[src/rtl/qstat_pkg.sv]
`timescale 1ns/1ps
package qstat_pkg;
  localparam int CMAX = 16;
  localparam int FLG_E  = 0;
  localparam int FLG_NE = 1;
  localparam int FLG_NF = 2;
  localparam int FLG_F  = 3;

  typedef enum logic [2:0] {
    SRC_EMPTY, SRC_NEMPTY, SRC_NFULL, SRC_FULL,
    SRC_NOT_EMPTY, SRC_NOT_NEMPTY, SRC_NOT_NFULL, SRC_NOT_FULL
  } src_sel_e;

  typedef enum logic [3:0] {
    A_LO0 = 4'd0, A_LO1 = 4'd1, A_LO2 = 4'd2, A_LO3 = 4'd3,
    A_UO0 = 4'd4, A_UO1 = 4'd5, A_HNE = 4'd6, A_HF = 4'd7,
    A_SEL0 = 4'd8, A_SEL1 = 4'd9, A_SEL2 = 4'd10, A_SEL3 = 4'd11,
    A_ENLO = 4'd12, A_ENHI = 4'd13, A_INTLO = 4'd14, A_INTHI = 4'd15
  } reg_addr_e;

  function automatic logic [3:0] level_flags(input logic [CMAX-1:0] cnt,
                                             input logic [CMAX-1:0] ne,
                                             input logic [CMAX-1:0] nf,
                                             input logic [CMAX-1:0] cap);
    logic [CMAX:0] head;
    logic [3:0] f;
    head      = {1'b0, cnt} + {1'b0, nf};
    f[FLG_E]  = (cnt == '0);
    f[FLG_NE] = (cnt <= ne);
    f[FLG_NF] = (head >= {1'b0, cap});
    f[FLG_F]  = (cnt >= cap);
    return f;
  endfunction

  function automatic logic src_pick(input logic [3:0] flags, input logic [2:0] sel);
    logic hit;
    hit = flags[sel[1:0]];
    return sel[2] ? ~hit : hit;
  endfunction
endpackage

[src/rtl/qstat_level_eval.sv]
`timescale 1ns/1ps
module qstat_level_eval #(
  parameter int CW = 8
) (
  input  logic [CW-1:0] cnt,
  input  logic [CW-1:0] ne_lvl,
  input  logic [CW-1:0] nf_lvl,
  input  logic [CW-1:0] cap,
  output logic [3:0]    flags
);
  localparam int W = qstat_pkg::CMAX;

  always_comb begin
    flags = qstat_pkg::level_flags(W'(cnt), W'(ne_lvl), W'(nf_lvl), W'(cap));
  end
endmodule

[src/rtl/qstat_store.sv]
`timescale 1ns/1ps
module qstat_store #(
  parameter int NLO = 32,
  parameter int NHI = 32,
  parameter int QW  = 6,
  parameter int DW  = 32,
  parameter int NUW = 2
) (
  input  logic              clk,
  input  logic              rst,
  input  logic              upd_en,
  input  logic [QW-1:0]     upd_qid,
  input  logic [3:0]        upd_flags,
  input  logic              upd_uflow,
  input  logic              upd_oflow,
  input  logic [NUW-1:0]    uo_wr,
  input  logic [DW-1:0]     wdata,
  output logic [NLO*4-1:0]  lo_stat,
  output logic [NHI-1:0]    hi_ne,
  output logic [NHI-1:0]    hi_f,
  output logic [NLO*2-1:0]  uo_stat,
  output logic              upd_lo_hit,
  output logic              upd_hi_hit
);
  localparam int QPW_UO = DW / 2;

  logic [QW-1:0] hi_idx;

  assign upd_lo_hit = upd_en && (upd_qid < QW'(NLO));
  assign upd_hi_hit = upd_en && !(upd_qid < QW'(NLO));
  assign hi_idx     = upd_qid - QW'(NLO);

  for (genvar q = 0; q < NLO; q++) begin : g_lo
    logic [3:0] nib_r;
    logic [1:0] uo_r;
    logic [1:0] uo_clr;
    logic [1:0] uo_set;
    logic       hit;

    assign hit    = upd_lo_hit && (upd_qid == QW'(q));
    assign uo_clr = uo_wr[q / QPW_UO] ? wdata[(q % QPW_UO)*2 +: 2] : 2'b00;
    assign uo_set = hit ? {upd_oflow, upd_uflow} : 2'b00;

    always_ff @(posedge clk) begin
      if (rst) begin
        nib_r <= 4'b0011;
        uo_r  <= 2'b00;
      end else begin
        if (hit) nib_r <= upd_flags;
        uo_r <= (uo_r & ~uo_clr) | uo_set;
      end
    end

    assign lo_stat[q*4 +: 4] = nib_r;
    assign uo_stat[q*2 +: 2] = uo_r;
  end

  for (genvar h = 0; h < NHI; h++) begin : g_hi
    logic ne_r;
    logic f_r;
    logic hit;

    assign hit = upd_hi_hit && (hi_idx == QW'(h));

    always_ff @(posedge clk) begin
      if (rst) begin
        ne_r <= 1'b1;
        f_r  <= 1'b0;
      end else if (hit) begin
        ne_r <= upd_flags[qstat_pkg::FLG_NE];
        f_r  <= upd_flags[qstat_pkg::FLG_F];
      end
    end

    assign hi_ne[h] = ne_r;
    assign hi_f[h]  = f_r;
  end
endmodule

[src/rtl/qstat_irq_gen.sv]
`timescale 1ns/1ps
module qstat_irq_gen #(
  parameter int NLO = 32,
  parameter int NHI = 32,
  parameter int DW  = 32,
  parameter int NSW = 4
) (
  input  logic              clk,
  input  logic              rst,
  input  logic [NLO*4-1:0]  lo_stat,
  input  logic [NHI-1:0]    hi_ne,
  input  logic [NSW-1:0]    sel_wr,
  input  logic [1:0]        en_wr,
  input  logic [1:0]        int_wr,
  input  logic [DW-1:0]     wdata,
  output logic [NSW*DW-1:0] sel_flat,
  output logic [NLO-1:0]    en_lo,
  output logic [NHI-1:0]    en_hi,
  output logic [NLO-1:0]    int_lo,
  output logic [NHI-1:0]    int_hi,
  output logic [NLO-1:0]    set_lo,
  output logic [NHI-1:0]    set_hi,
  output logic              irq,
  output logic              ctl_bit
);
  for (genvar w = 0; w < NSW; w++) begin : g_sel
    logic [DW-1:0] word_r;
    always_ff @(posedge clk) begin
      if (rst)            word_r <= '0;
      else if (sel_wr[w]) word_r <= wdata;
    end
    assign sel_flat[w*DW +: DW] = word_r;
  end

  for (genvar q = 0; q < NLO; q++) begin : g_cond
    assign set_lo[q] = qstat_pkg::src_pick(lo_stat[q*4 +: 4], sel_flat[q*4 +: 3]) & en_lo[q];
  end

  assign set_hi = hi_ne & en_hi;

  always_ff @(posedge clk) begin
    if (rst) begin
      en_lo  <= '0;
      en_hi  <= '0;
      int_lo <= '1;
      int_hi <= '1;
    end else begin
      if (en_wr[0]) en_lo <= wdata[NLO-1:0];
      if (en_wr[1]) en_hi <= wdata[NHI-1:0];
      int_lo <= (int_lo & ~(int_wr[0] ? wdata[NLO-1:0] : '0)) | set_lo;
      int_hi <= (int_hi & ~(int_wr[1] ? wdata[NHI-1:0] : '0)) | set_hi;
    end
  end

  assign irq     = (|(int_lo & en_lo)) | (|(int_hi & en_hi));
  assign ctl_bit = sel_flat[3];
endmodule

[src/rtl/qstat_irq.sv]
`timescale 1ns/1ps
module qstat_irq #(
  parameter int NQ_LO = 32,
  parameter int NQ_HI = 32,
  parameter int CW    = 8
) (
  input  logic          clk,
  input  logic          rst,
  input  logic          upd_en,
  input  logic [5:0]    upd_qid,
  input  logic [CW-1:0] upd_cnt,
  input  logic [CW-1:0] upd_ne_lvl,
  input  logic [CW-1:0] upd_nf_lvl,
  input  logic [CW-1:0] upd_cap,
  input  logic          upd_uflow,
  input  logic          upd_oflow,
  input  logic          reg_we,
  input  logic [3:0]    reg_addr,
  input  logic [31:0]   reg_wdata,
  output logic [31:0]   reg_rdata,
  output logic          irq,
  output logic          ctl_bit
);
  import qstat_pkg::*;

  localparam int DW  = 32;
  localparam int QW  = 6;
  localparam int NSW = (NQ_LO * 4) / DW;
  localparam int NUW = (NQ_LO * 2) / DW;

  logic [3:0]         upd_flags;
  logic [NQ_LO*4-1:0] lo_stat;
  logic [NQ_HI-1:0]   hi_ne;
  logic [NQ_HI-1:0]   hi_f;
  logic [NQ_LO*2-1:0] uo_stat;
  logic               upd_lo_hit;
  logic               upd_hi_hit;
  logic [NSW*DW-1:0]  sel_flat;
  logic [NQ_LO-1:0]   en_lo;
  logic [NQ_HI-1:0]   en_hi;
  logic [NQ_LO-1:0]   int_lo;
  logic [NQ_HI-1:0]   int_hi;
  logic [NQ_LO-1:0]   set_lo;
  logic [NQ_HI-1:0]   set_hi;
  logic [NSW-1:0]     sel_wr;
  logic [NUW-1:0]     uo_wr;
  logic [1:0]         en_wr;
  logic [1:0]         int_wr;

  always_comb begin
    for (int w = 0; w < NSW; w++) sel_wr[w] = reg_we && (reg_addr == 4'(A_SEL0) + 4'(w));
    for (int w = 0; w < NUW; w++) uo_wr[w]  = reg_we && (reg_addr == 4'(A_UO0) + 4'(w));
    en_wr  = {reg_we && (reg_addr == A_ENHI),  reg_we && (reg_addr == A_ENLO)};
    int_wr = {reg_we && (reg_addr == A_INTHI), reg_we && (reg_addr == A_INTLO)};
  end

  qstat_level_eval #(.CW(CW)) u_eval (
    .cnt    (upd_cnt),
    .ne_lvl (upd_ne_lvl),
    .nf_lvl (upd_nf_lvl),
    .cap    (upd_cap),
    .flags  (upd_flags)
  );

  qstat_store #(.NLO(NQ_LO), .NHI(NQ_HI), .QW(QW), .DW(DW), .NUW(NUW)) u_store (
    .clk        (clk),
    .rst        (rst),
    .upd_en     (upd_en),
    .upd_qid    (upd_qid),
    .upd_flags  (upd_flags),
    .upd_uflow  (upd_uflow),
    .upd_oflow  (upd_oflow),
    .uo_wr      (uo_wr),
    .wdata      (reg_wdata),
    .lo_stat    (lo_stat),
    .hi_ne      (hi_ne),
    .hi_f       (hi_f),
    .uo_stat    (uo_stat),
    .upd_lo_hit (upd_lo_hit),
    .upd_hi_hit (upd_hi_hit)
  );

  qstat_irq_gen #(.NLO(NQ_LO), .NHI(NQ_HI), .DW(DW), .NSW(NSW)) u_irq (
    .clk      (clk),
    .rst      (rst),
    .lo_stat  (lo_stat),
    .hi_ne    (hi_ne),
    .sel_wr   (sel_wr),
    .en_wr    (en_wr),
    .int_wr   (int_wr),
    .wdata    (reg_wdata),
    .sel_flat (sel_flat),
    .en_lo    (en_lo),
    .en_hi    (en_hi),
    .int_lo   (int_lo),
    .int_hi   (int_hi),
    .set_lo   (set_lo),
    .set_hi   (set_hi),
    .irq      (irq),
    .ctl_bit  (ctl_bit)
  );

  always_comb begin
    reg_rdata = '0;
    case (reg_addr)
      A_LO0, A_LO1, A_LO2, A_LO3: reg_rdata = lo_stat[reg_addr[1:0]*DW +: DW];
      A_UO0, A_UO1:               reg_rdata = uo_stat[reg_addr[0]*DW +: DW];
      A_HNE:                      reg_rdata = DW'(hi_ne);
      A_HF:                       reg_rdata = DW'(hi_f);
      A_SEL0, A_SEL1, A_SEL2, A_SEL3: reg_rdata = sel_flat[reg_addr[1:0]*DW +: DW];
      A_ENLO:                     reg_rdata = DW'(en_lo);
      A_ENHI:                     reg_rdata = DW'(en_hi);
      A_INTLO:                    reg_rdata = DW'(int_lo);
      default:                    reg_rdata = DW'(int_hi);
    endcase
  end
endmodule

[config.mk]
export PLATFORM = sky130hd
export DESIGN_NAME = qstat_irq
export DESIGN_NICKNAME = d
export VERILOG_FILES = /design/src/rtl/qstat_pkg.sv /design/src/rtl/qstat_level_eval.sv /design/src/rtl/qstat_store.sv /design/src/rtl/qstat_irq_gen.sv /design/src/rtl/qstat_irq.sv
export SDC_FILE = /design/constraint.sdc
export NUM_CORES = 1
export LEC_CHECK = 0
export BUFFER_PORTS_ARGS = -buffer_cell sky130_fd_sc_hd__buf_2
export CAP_MARGIN = 20
export CORE_AREA = 2 2 224 226
export DETAILED_ROUTE_END_ITERATION = 8
export DIE_AREA = 0 0 226 228
export PLACE_DENSITY = 0.63
export SYNTH_ARGS = -nofsm -noshare
export SYNTH_HDL_FRONTEND = slang
export SYNTH_SLANG_ARGS = --single-unit
export TNS_END_PERCENT = 100
[constraint.sdc]
create_clock -name clk -period 3.8 [get_ports clk]
set_clock_uncertainty 0.2 [all_clocks]
set_input_delay 0.76 -clock clk [delete_from_list [all_inputs] [get_ports clk]]
set_output_delay 0.76 -clock clk [all_outputs]
set_load 0.02 [all_outputs]
After elaboration in Yosys (flattened, before gate mapping) --
Cells that the tools add are included.
Storage, ports and cells: register bits 512, bits of input ports 80, output and inout port bits 34, logic and storage cells 673
Operators by class: $add $sub $neg 2, magnitude comparators 36, equality and inequality tests 77, shift operators 3, mux-type cells 163, bitwise operators 170, reduce and logical (&&, ||, !) cells 86
Operators with widths (number):
- $pmux W32 S8 | 1
- $shiftx A128 B8 Y32 | 2
- $eq A6 B5 Y1 const B | 32
- $and A32 B32 Y32 | 5
- $mux W2 | 64
- $eq A6 B4 Y1 const B | 16
- $lt A2 B3 Y1 const B | 32
- $logic_and A1 B1 Y1 | 76
- $and A2 B2 Y2 | 32
- $bmux W1 S2 | 32
- $mux W1 | 64
- $mux W32 | 2
- $not A2 Y2 | 32
- $not A32 Y32 | 2
- $or A2 B2 Y2 | 32
- $or A32 B32 Y32 | 2
- $reduce_or A32 Y1 | 2
- $shiftx A64 B7 Y32 | 1
- $eq A6 B3 Y1 const B | 8
- $and A1 B1 Y1 | 32
- $eq A4 B4 Y1 const B | 8
- $not A1 Y1 | 32
- $eq A6 B2 Y1 const B | 4
- $ge A17 B8 Y1 | 1
- 16 further kinds | 23

Longest topological paths before layout --
Gate-level depths: netlist (run 1).
depth after elaboration 6, gate-level depth with buffers 14, depth with buffers taken out 13

Hierarchy --
From an unflattened synthesis (run 1), not the netlist that was laid out.
Second synthesis, totals: cells, all modules 2874, area total of the unflattened synthesis 26903.3 µm²
Modules (own cells, without submodules):
- qstat_irq_gen | instances 1, cells each 1024, area an instance 10730.3 µm², sequential area each 5124.9 µm²
- qstat_store | instances 1, cells each 1075, area an instance 10446.3 µm², sequential area each 5124.9 µm²
- qstat_irq | instances 1, cells each 662, area an instance 4845.9 µm², sequential area each 0.0 µm²
- qstat_level_eval | instances 1, cells each 113, area an instance 880.8 µm², sequential area each 0.0 µm²

Worst setup path after synthesis (run 1) --
Ideal clock, no wire load.
kind input to register, from input port upd_cnt[0], to register u_store.g_lo[1].nib_r[2], library setup time 146 ps, arrival 3251 ps, data required time 3454 ps, setup slack 203 ps, stages 14, path buffers 1, cell sequence ha_1 > inv_1 > fa_1 > nor2b_1 > o31a_1 > o21a_1 > nor2_1 > xnor2_1 > ha_1 > and4_1 > a311o_1 > nor3_2 > buf_2 > a211oi_1
Between the ends: word-level cells in the longest chain between the ends 2
Ends and longest elaborated chain:
- start: declaration | RTL line qstat_irq.sv:11 | input logic [CW-1:0] upd_cnt,
- $add A8 B8 Y9 | RTL line qstat_pkg.sv:27 | head = {1'b0, cnt} + {1'b0, nf};
- $ge A17 B8 Y1 | RTL line qstat_pkg.sv:30 | f[FLG_NF] = (head >= {1'b0, cap});
- end signal: assignment | RTL line qstat_store.sv:49 | if (hit) nib_r <= upd_flags;
- end: declaration | RTL line qstat_store.sv:34 | logic [3:0] nib_r;
No other way between the ends. A chain may end at the register's enable or synchronous reset.

Worst setup path in the final report (run 1) --
from input port reg_addr[0], to output port reg_rdata[29]
Between the ends: word-level cells in the longest chain between the ends 3, elaborated cells on any way between the ends 22, those cells by class eq/ne (14); shift (3); mux (1); reduce/logical (4)
Ends and longest elaborated chain:
- start: declaration | RTL line qstat_irq.sv:18 | input logic [3:0] reg_addr,
- branches (longest 2 deep; another with $shiftx A128 B8 Y32)
- $pmux W32 S8 * | RTL line qstat_irq.sv:105 | case (reg_addr)
- end: declaration | RTL line qstat_irq.sv:20 | output logic [31:0] reg_rdata,
Mark *: on every way between the ends.

==> results of run 1 <==
cells by family (layout without fill, tap and decap cells):
| group | count (synthesis) | in the layout |
|---|---|---|
| AND/OR/NAND/NOR | 1255 | 1255 |
| AO/OA/AOI/OAI | 748 | 748 |
| flip-flops | 512 | 512 |
| buffers and inverters | 276 | 388 |
| multiplexers | 134 | 134 |
| XOR/XNOR | 36 | 36 |
| adder cells (fa/ha/maj) | 33 | 33 |
| other | 0 | 2 |
repair_timing:
item	4_1_cts	5_1_grt
gates resized for setup	0	3
endpoints found under the setup margin	0	2
buffers inserted	0	0
worst max-delay path by stage:
stage / slack (ps) / depth (start not counted) / end
2_1_floorplan: 200 / 14 / u_store.g_lo[1].nib_r[2]
3_3_place_gp: -90 / 15 / u_store.g_lo[2].nib_r[2]
3_5_place_dp: -190 / 15 / u_store.g_lo[10].nib_r[2]
4_1_cts: 20 / 10 / reg_rdata[19]
5_1_grt: 6 / 8 / reg_rdata[29]
6_report: 10 / 8 / reg_rdata[29]
cell usage after synthesis (8+ instances only):
| library cell | instances | share of area (%) |
|---|---|---|
| nand2_1 | 669 | 10 |
| a221o_1 | 64 | 2.6 |
| nand2b_1 | 21 | 0.54 |
| a22oi_1 | 81 | 2.5 |
| o22ai_1 | 8 | 0.21 |
| nand3_1 | 99 | 2.0 |
| nand4_1 | 10 | 0.26 |
| xor2_1 | 33 | 1.2 |
| nor2_1 | 281 | 4.3 |
| buf_1 | 10 | 0.15 |
| mux2i_1 | 95 | 3.9 |
| buf_2 | 59 | 1.2 |
| o21ai_0 | 35 | 0.72 |
| nor3_1 | 87 | 1.8 |
| or2_2 | 19 | 0.49 |
| nor3_2 | 22 | 0.90 |
| or2_1 | 9 | 0.23 |
| a221oi_1 | 61 | 2.2 |
| ha_1 | 32 | 1.6 |
| a21oi_1 | 316 | 6.5 |
| a22o_1 | 18 | 0.65 |
| clkbuf_1 | 177 | 2.7 |
| a211oi_1 | 116 | 3.6 |
| mux4_2 | 38 | 3.5 |
| dfxtp_1 | 512 | 42 |
| inv_1 | 22 | 0.34 |
| a31oi_1 | 25 | 0.64 |
where the power goes:
group	switching (W)	total, W	internal, W
sequential	0.0000499	0.00547	0.00542
clock	0.00228	0.00525	0.00297
combinational	0.00100	0.00145	0.000450
total	0.00333	0.0122	0.00884
worst max-delay path, cell delays in order:
cell and delay (ps):
buf_4 200, nand2b_1 330, nor2_1 130, buf_4 260
a221oi_1 560, a31oi_1 220, buf_4 190, buf_2 150
state kept, by name, indices dropped and copies added, names as in the netlist:
register / flops
u_irq.g_sel.word_r: 128
u_store.g_lo.nib_r: 128
u_store.g_lo.uo_r: 64
u_irq.en_hi: 32
u_irq.en_lo: 32
u_irq.int_hi: 32
u_irq.int_lo: 32
u_store.g_hi.f_r: 32
u_store.g_hi.ne_r: 32
per-stage QoR:
stage                     hold WS [ps]  area, um2
after floorplan                    236      24300
after global placement             241      26300
after detailed placement           248      26300
after CTS                          259      28100
after global routing               271      28100
final                              258      28100
metal layers:
layer / up-vias / global-route usage [%] / share of wire (%)
li1: 10800 / - / -
met1: 11700 / 50.7 / 39
met2: 1502 / 56.9 / 43
met3: 299 / 9.08 / 12
met4: 2 / 18.0 / 5.1
met5: - / 0 / 0.010
final cells by class:
cell class,count,area [um2],share of cell area (%)
multi-input cells,2206,13100,46.6
flip-flops and latches,512,10200,36.5
repair buffers,266,2080,7.42
clock buffers,84,1610,5.72
well taps,672,841,3.00
clock inverters,16,125,0.446
inverters,22,82.6,0.294
diodes,2,5.00,0.0178
==> reports/qor.yml, run 1 <==
sta:
  finalSetupViolations: 0
  tightest_slew_ps: 1190
  fin_ws_ps: 11.8
  fmax_mhz: 264
  min_period_over_period_pct: 99.7
  hold_viol: 0
  rsz0062_at_grt: "no"
  post-route-min-period_ps: 3790
  maxSlewHeadroom_pct: 20.5
  slew_viol_final: 0
  setup-tns-final_ps: 0
critical_path:
  cp_data_arrival_time_ps: 2830
  startpoint: "reg_addr[0]"
  setup.worst_path.end_class: "output pin"
  start_kind: "input pin"
  rr_endpoint: "u_irq.int_lo[11]"
  worstPathRequired_ps: 2840
  path_class: "input pin to output pin"
  rr_startpoint: "u_irq.g_sel[1].word_r[12]"
  r2r_slack_ps: 1780
  r2r.worst_path.cells: 3
  crit_path_max_fanout: 12
placement:
  dp_cells: 3678
  gp_congestion: 0.970
  place_ws_ps: -191
  numPortBuffers: 113
  dp_hpwl_mm: 68.4
synthesis:
  yosys.area_share.simple_pct: 22.3
  synth-main-ff-cell: "dfxtp_1"
  ys_ff_latch: 512
  ys_seq_area_share_pct: 42.1
  yosys_warnings: 0
  synth.avg_cell_area_um2: 8.13
  synth_xor_area_share_pct: 1.30
  synth_top_family_by_area: "simple AND/OR/NAND/NOR gates"
  synth_edf_count: 0
  synth_cells: 2994
  synthArstFlopShare_pct: 0
  synth.net_count: 3107
  synth_compound_area_share_pct: 20.4
  synthAdderAreaFrac_pct: 1.73
  syn_area_um2: 24300
  muxShareOfSynthArea_pct: 7.47
  synth_cell_types: 57
floorplan:
  start_util_pct: 49.3
  row_count: 82
  die_x_um: 226
  io_pins: 114
  die-area_um2: 51500
  core-area_um2: 49300
  die_h_um: 228
cts:
  htreeDepth: 2
  ctsRootBufferMaster: "clkbuf_16"
  ctsHoldBuffers: 0
  clk-insertion-delay-late_ps: 630
  cts_num_sinks: 512
  cts-buffers-inserted: 55
  cts.path.max_buffers: 3
  tritoncts: "yes"
  cts.reportedPaths.clkPinSlew_ps: 60
run_status:
  status: "finished clean"
global_routing:
  grtUsageTotal_pct: 37.7
  grt_start_max_net_pins: 151
  grt_pass1_wl_mm: 145
  antenna_found_initial: 5
  grt_overflow_total: 0
  grt_pass1_vias: 22400
cells_and_area:
  final_cell_mix: "nand2_1, dfxtp_1, a21oi_1"
  drive_gt1_share_pct: 15.0
  fin_cells: 3780
  finalNetCount: 3176
  final_common_cell: "nand2_1"
  syn2layout_area_growth_pct: 15.3
  nFillCells: 4462
  final_util_pct: 56.9
drt:
  vias: 24200
  wl_per_cell_um: 26.3
  drt_iter0_markers: 3481
  drc: 0
  viasPerCell: 6.41
  detail-route-antenna-nets: 0
  totalWireLength_mm: 99.4
  dr.pass1.iters: 6
pwr:
  power_density_nw_per_um2: 433
  power_w: 0.0122
  leakagePower_nw: 9.62
  ir_drop_mv: 0.334
min_path:
  min-delay-start: "u_irq.g_sel[1].word_r[11]"
  whs_endpoint: "u_irq.g_sel[1].word_r[11]"
  hold_depth: 2
  min_path_type: "flop to flop"
run:
  cap_violations: 0
Note: power is estimated with default switching activity, not from simulation.
==> inputs of run 2 (changes only) <==
- GPL_TIMING_DRIVEN: default -> 0
==> run 2 against run 1 <==
- non-clock buffer count is 81 higher
- cell count is 2.1% higher
- largest power group is now clock
- largest cell class unchanged
- clock power is 4.6% higher
- highest routed layer unchanged
- the run now ends with negative setup slack left
==> reports/qor.yml, run 2 (synthesized netlist as in run 1, its figures left out) <==
sta:
  hold_viol: 0  # unchanged
  timing.hold.ws_ps: 249  # -9.30 ps
  slew_viol_final: 0  # unchanged
  maxSlewHeadroom_pct: 13.9  # -6.7 points
  min_period_over_period_pct: 103  # +3.5 points
  fin_ws_ps: -122  # -134 ps
  fmax_mhz: 255  # -3.4%
  post-route-min-period_ps: 3920  # +134 ps
  finalSetupViolations: 11  # +11
  rsz0062_at_grt: "yes"
  tightest_slew_ps: 1290  # +100 ps
critical_path:
  setup.worst_path.end_class: "output pin"
  path_class: "flop to output pin"
  crit_path_max_fanout: 4  # -8
  critical-path-top-delay-family: "compound AO/OA/AOI/OAI gates"
  crit_chain: "a221oi_1 > nand4_1 > or4_1 > buf_2"
  path_buf_inv: 1  # -3
  critical_path.max_stage_delay_ps: 830  # +270 ps
  cp_data_arrival_time_ps: 2960  # +130 ps
  worstPathRequired_ps: 2840  # about the same
  critPathSlowestCell: "a221oi_1"
  start_kind: "flop"
floorplan:
  row_count: 82  # unchanged
  io_pins: 114  # unchanged
  die_x_um: 226  # unchanged
  die-area_um2: 51500  # unchanged
  start_util_pct: 49.3  # unchanged
  core-area_um2: 49300  # unchanged
  die_h_um: 228  # unchanged
run_status:
  violations: "negative setup slack"
  status: "finished, violations left"
cts:
  cts-buffers-inserted: 56  # +1.8%
  cts_num_sinks: 512  # unchanged
  htreeDepth: 2  # unchanged
  clk-insertion-delay-late_ps: 660  # +30 ps
  ctsRootBufferMaster: "clkbuf_16"
  cts.path.max_buffers: 3  # unchanged
  tritoncts: "yes"
  cts.reportedPaths.clkPinSlew_ps: 60  # about the same
global_routing:
  grtUsageTotal_pct: 48.2  # +10 points
  grt_start_max_net_pins: 16  # -89%
  grt_overflow_total: 0  # unchanged
  grt_pass1_wl_mm: 175  # +21%
  grt_pass1_vias: 24300  # +8.5%
  antenna_found_initial: 8  # +3
drt:
  drc: 0  # unchanged
  drt_iter0_markers: 4189  # +20%
  route.met2.wl_mm: 52.2  # +21%
  top_layer: "met5"
  dr.pass1.iters: 6  # unchanged
  wl_met1_mm: 43.8  # +12%
  vias: 26000  # +7.4%
  detail-route-antenna-nets: 0  # unchanged
  viasPerCell: 6.73  # +5.1%
  totalWireLength_mm: 126  # +27%
  wl_met3_mm: 18.4  # +54%
  wl_per_cell_um: 32.7  # +25%
min_path:
  min_path_type: "input pin to flop"
cells_and_area:
  seq_area_um2: 10200  # unchanged
  final_cell_mix: "nand2_1, dfxtp_1, a21oi_1"
  fin_cells: 3861  # +2.1%
  drive_gt1_share_pct: 13.5  # -1.4 points
  finalNetCount: 3258  # +2.6%
  nFillCells: 4638  # +3.9%
  reg_top3: "u_irq.g_sel.word_r x128, u_store.g_lo.nib_r x128, u_store.g_lo.uo_r x64"
  multi_input_area_um2: 13300  # +1.7%
  fin_area_um2: 28100  # about the same
  syn2layout_area_growth_pct: 15.3  # about the same
  final_common_cell: "nand2_1"
placement:
  dp_cells: 3749  # +1.9%
  place_area_um2: 25700  # -2.5%
  place_ws_ps: -1060  # -870 ps
  numPortBuffers: 76  # -33%
  gp_congestion: 1.10  # +13%
  dp_hpwl_mm: 93.4  # +37%
pwr:
  leakagePower_nw: 9.47  # -1.5%
  power_density_nw_per_um2: 449  # +3.6%
  power_w: 0.0126  # +3.5%
  switching_power_w: 0.00369  # +11%
  combPwrFrac_pct: 12.9  # +1.0 points
  internal_power_w: 0.00890  # +0.75%
  power.clock.fraction_pct: 43.6  # +0.5 points
  ir_drop_mv: 0.359  # +7.5%
  swShare_pct: 29.3  # +2.0 points
  p_seq_share_pct: 43.5  # -1.4 points
run:
  cap_violations: 0  # unchanged
[run 2: repair_timing]
action                                  in CTS  in global routing
endpoints found under the setup margin      62                 32
resized for setup                          105                 64
pin swaps                                    5                  5
hold endpoints to repair                     0                  0
buffers inserted                             8                  0
hold buffers                                 0                  0
[run 2: path summary, 6_finish.rpt]
kind / slack (ps) / cells after the start / startpoint / endpoint
max: -120 / 4 / u_irq.en_lo[4] / irq
min: 250 / 3 / upd_oflow / u_store.g_lo[13].uo_r[1]
max reg2reg: 1400 / 3 / u_irq.g_sel[3].word_r[8] / u_irq.int_lo[26]
min reg2reg: 260 / 2 / u_irq.g_sel[1].word_r[7] / u_irq.g_sel[1].word_r[7]
[run 2: area by class of cell]
type | instances | share of cell area (%)
multi-input cells | 2206 | 47.4
inverters | 22 | 0.294
plain buffers | 254 | 4.41
clock buffers | 81 | 5.76
clock inverters | 19 | 0.624
flip-flops and latches | 512 | 36.5
diodes | 2 | 0.0178
well taps | 672 | 3.00
repair buffers | 93 | 1.97
[run 2: tightest hold or removal path: stages]
cell and delay, ps:
buf_2 130, a22oi_1 90, nor2_1 70
[run 2: through the flow]
step / util, % / TNS [ps]
final: 56.9 / -395
after global routing: 56.8 / -33.9
after CTS: 56.4 / -37.4
after detailed placement: 52.0 / -54960
after global placement: 51.8 / -85070
after floorplan: - / 0
[run 2: routing by layer]
metal / global-route usage [%] / vias to the layer above
met3: 18.3 / 620
met5: 0 / -
li1: - / 10900
met4: 36.5 / 8
met2: 70.2 / 2157
met1: 57.3 / 12300
[run 2: power by group through the flow]
stage	combinational [W]	sequential (W)	clock, W
floorplan	0.000752	0.00557	0
detailed placement	0.00145	0.00559	0
global placement	0.00142	0.00559	0
CTS	0.00151	0.00547	0.00543
finish	0.00163	0.00548	0.00549
global route	0.00163	0.00548	0.00566
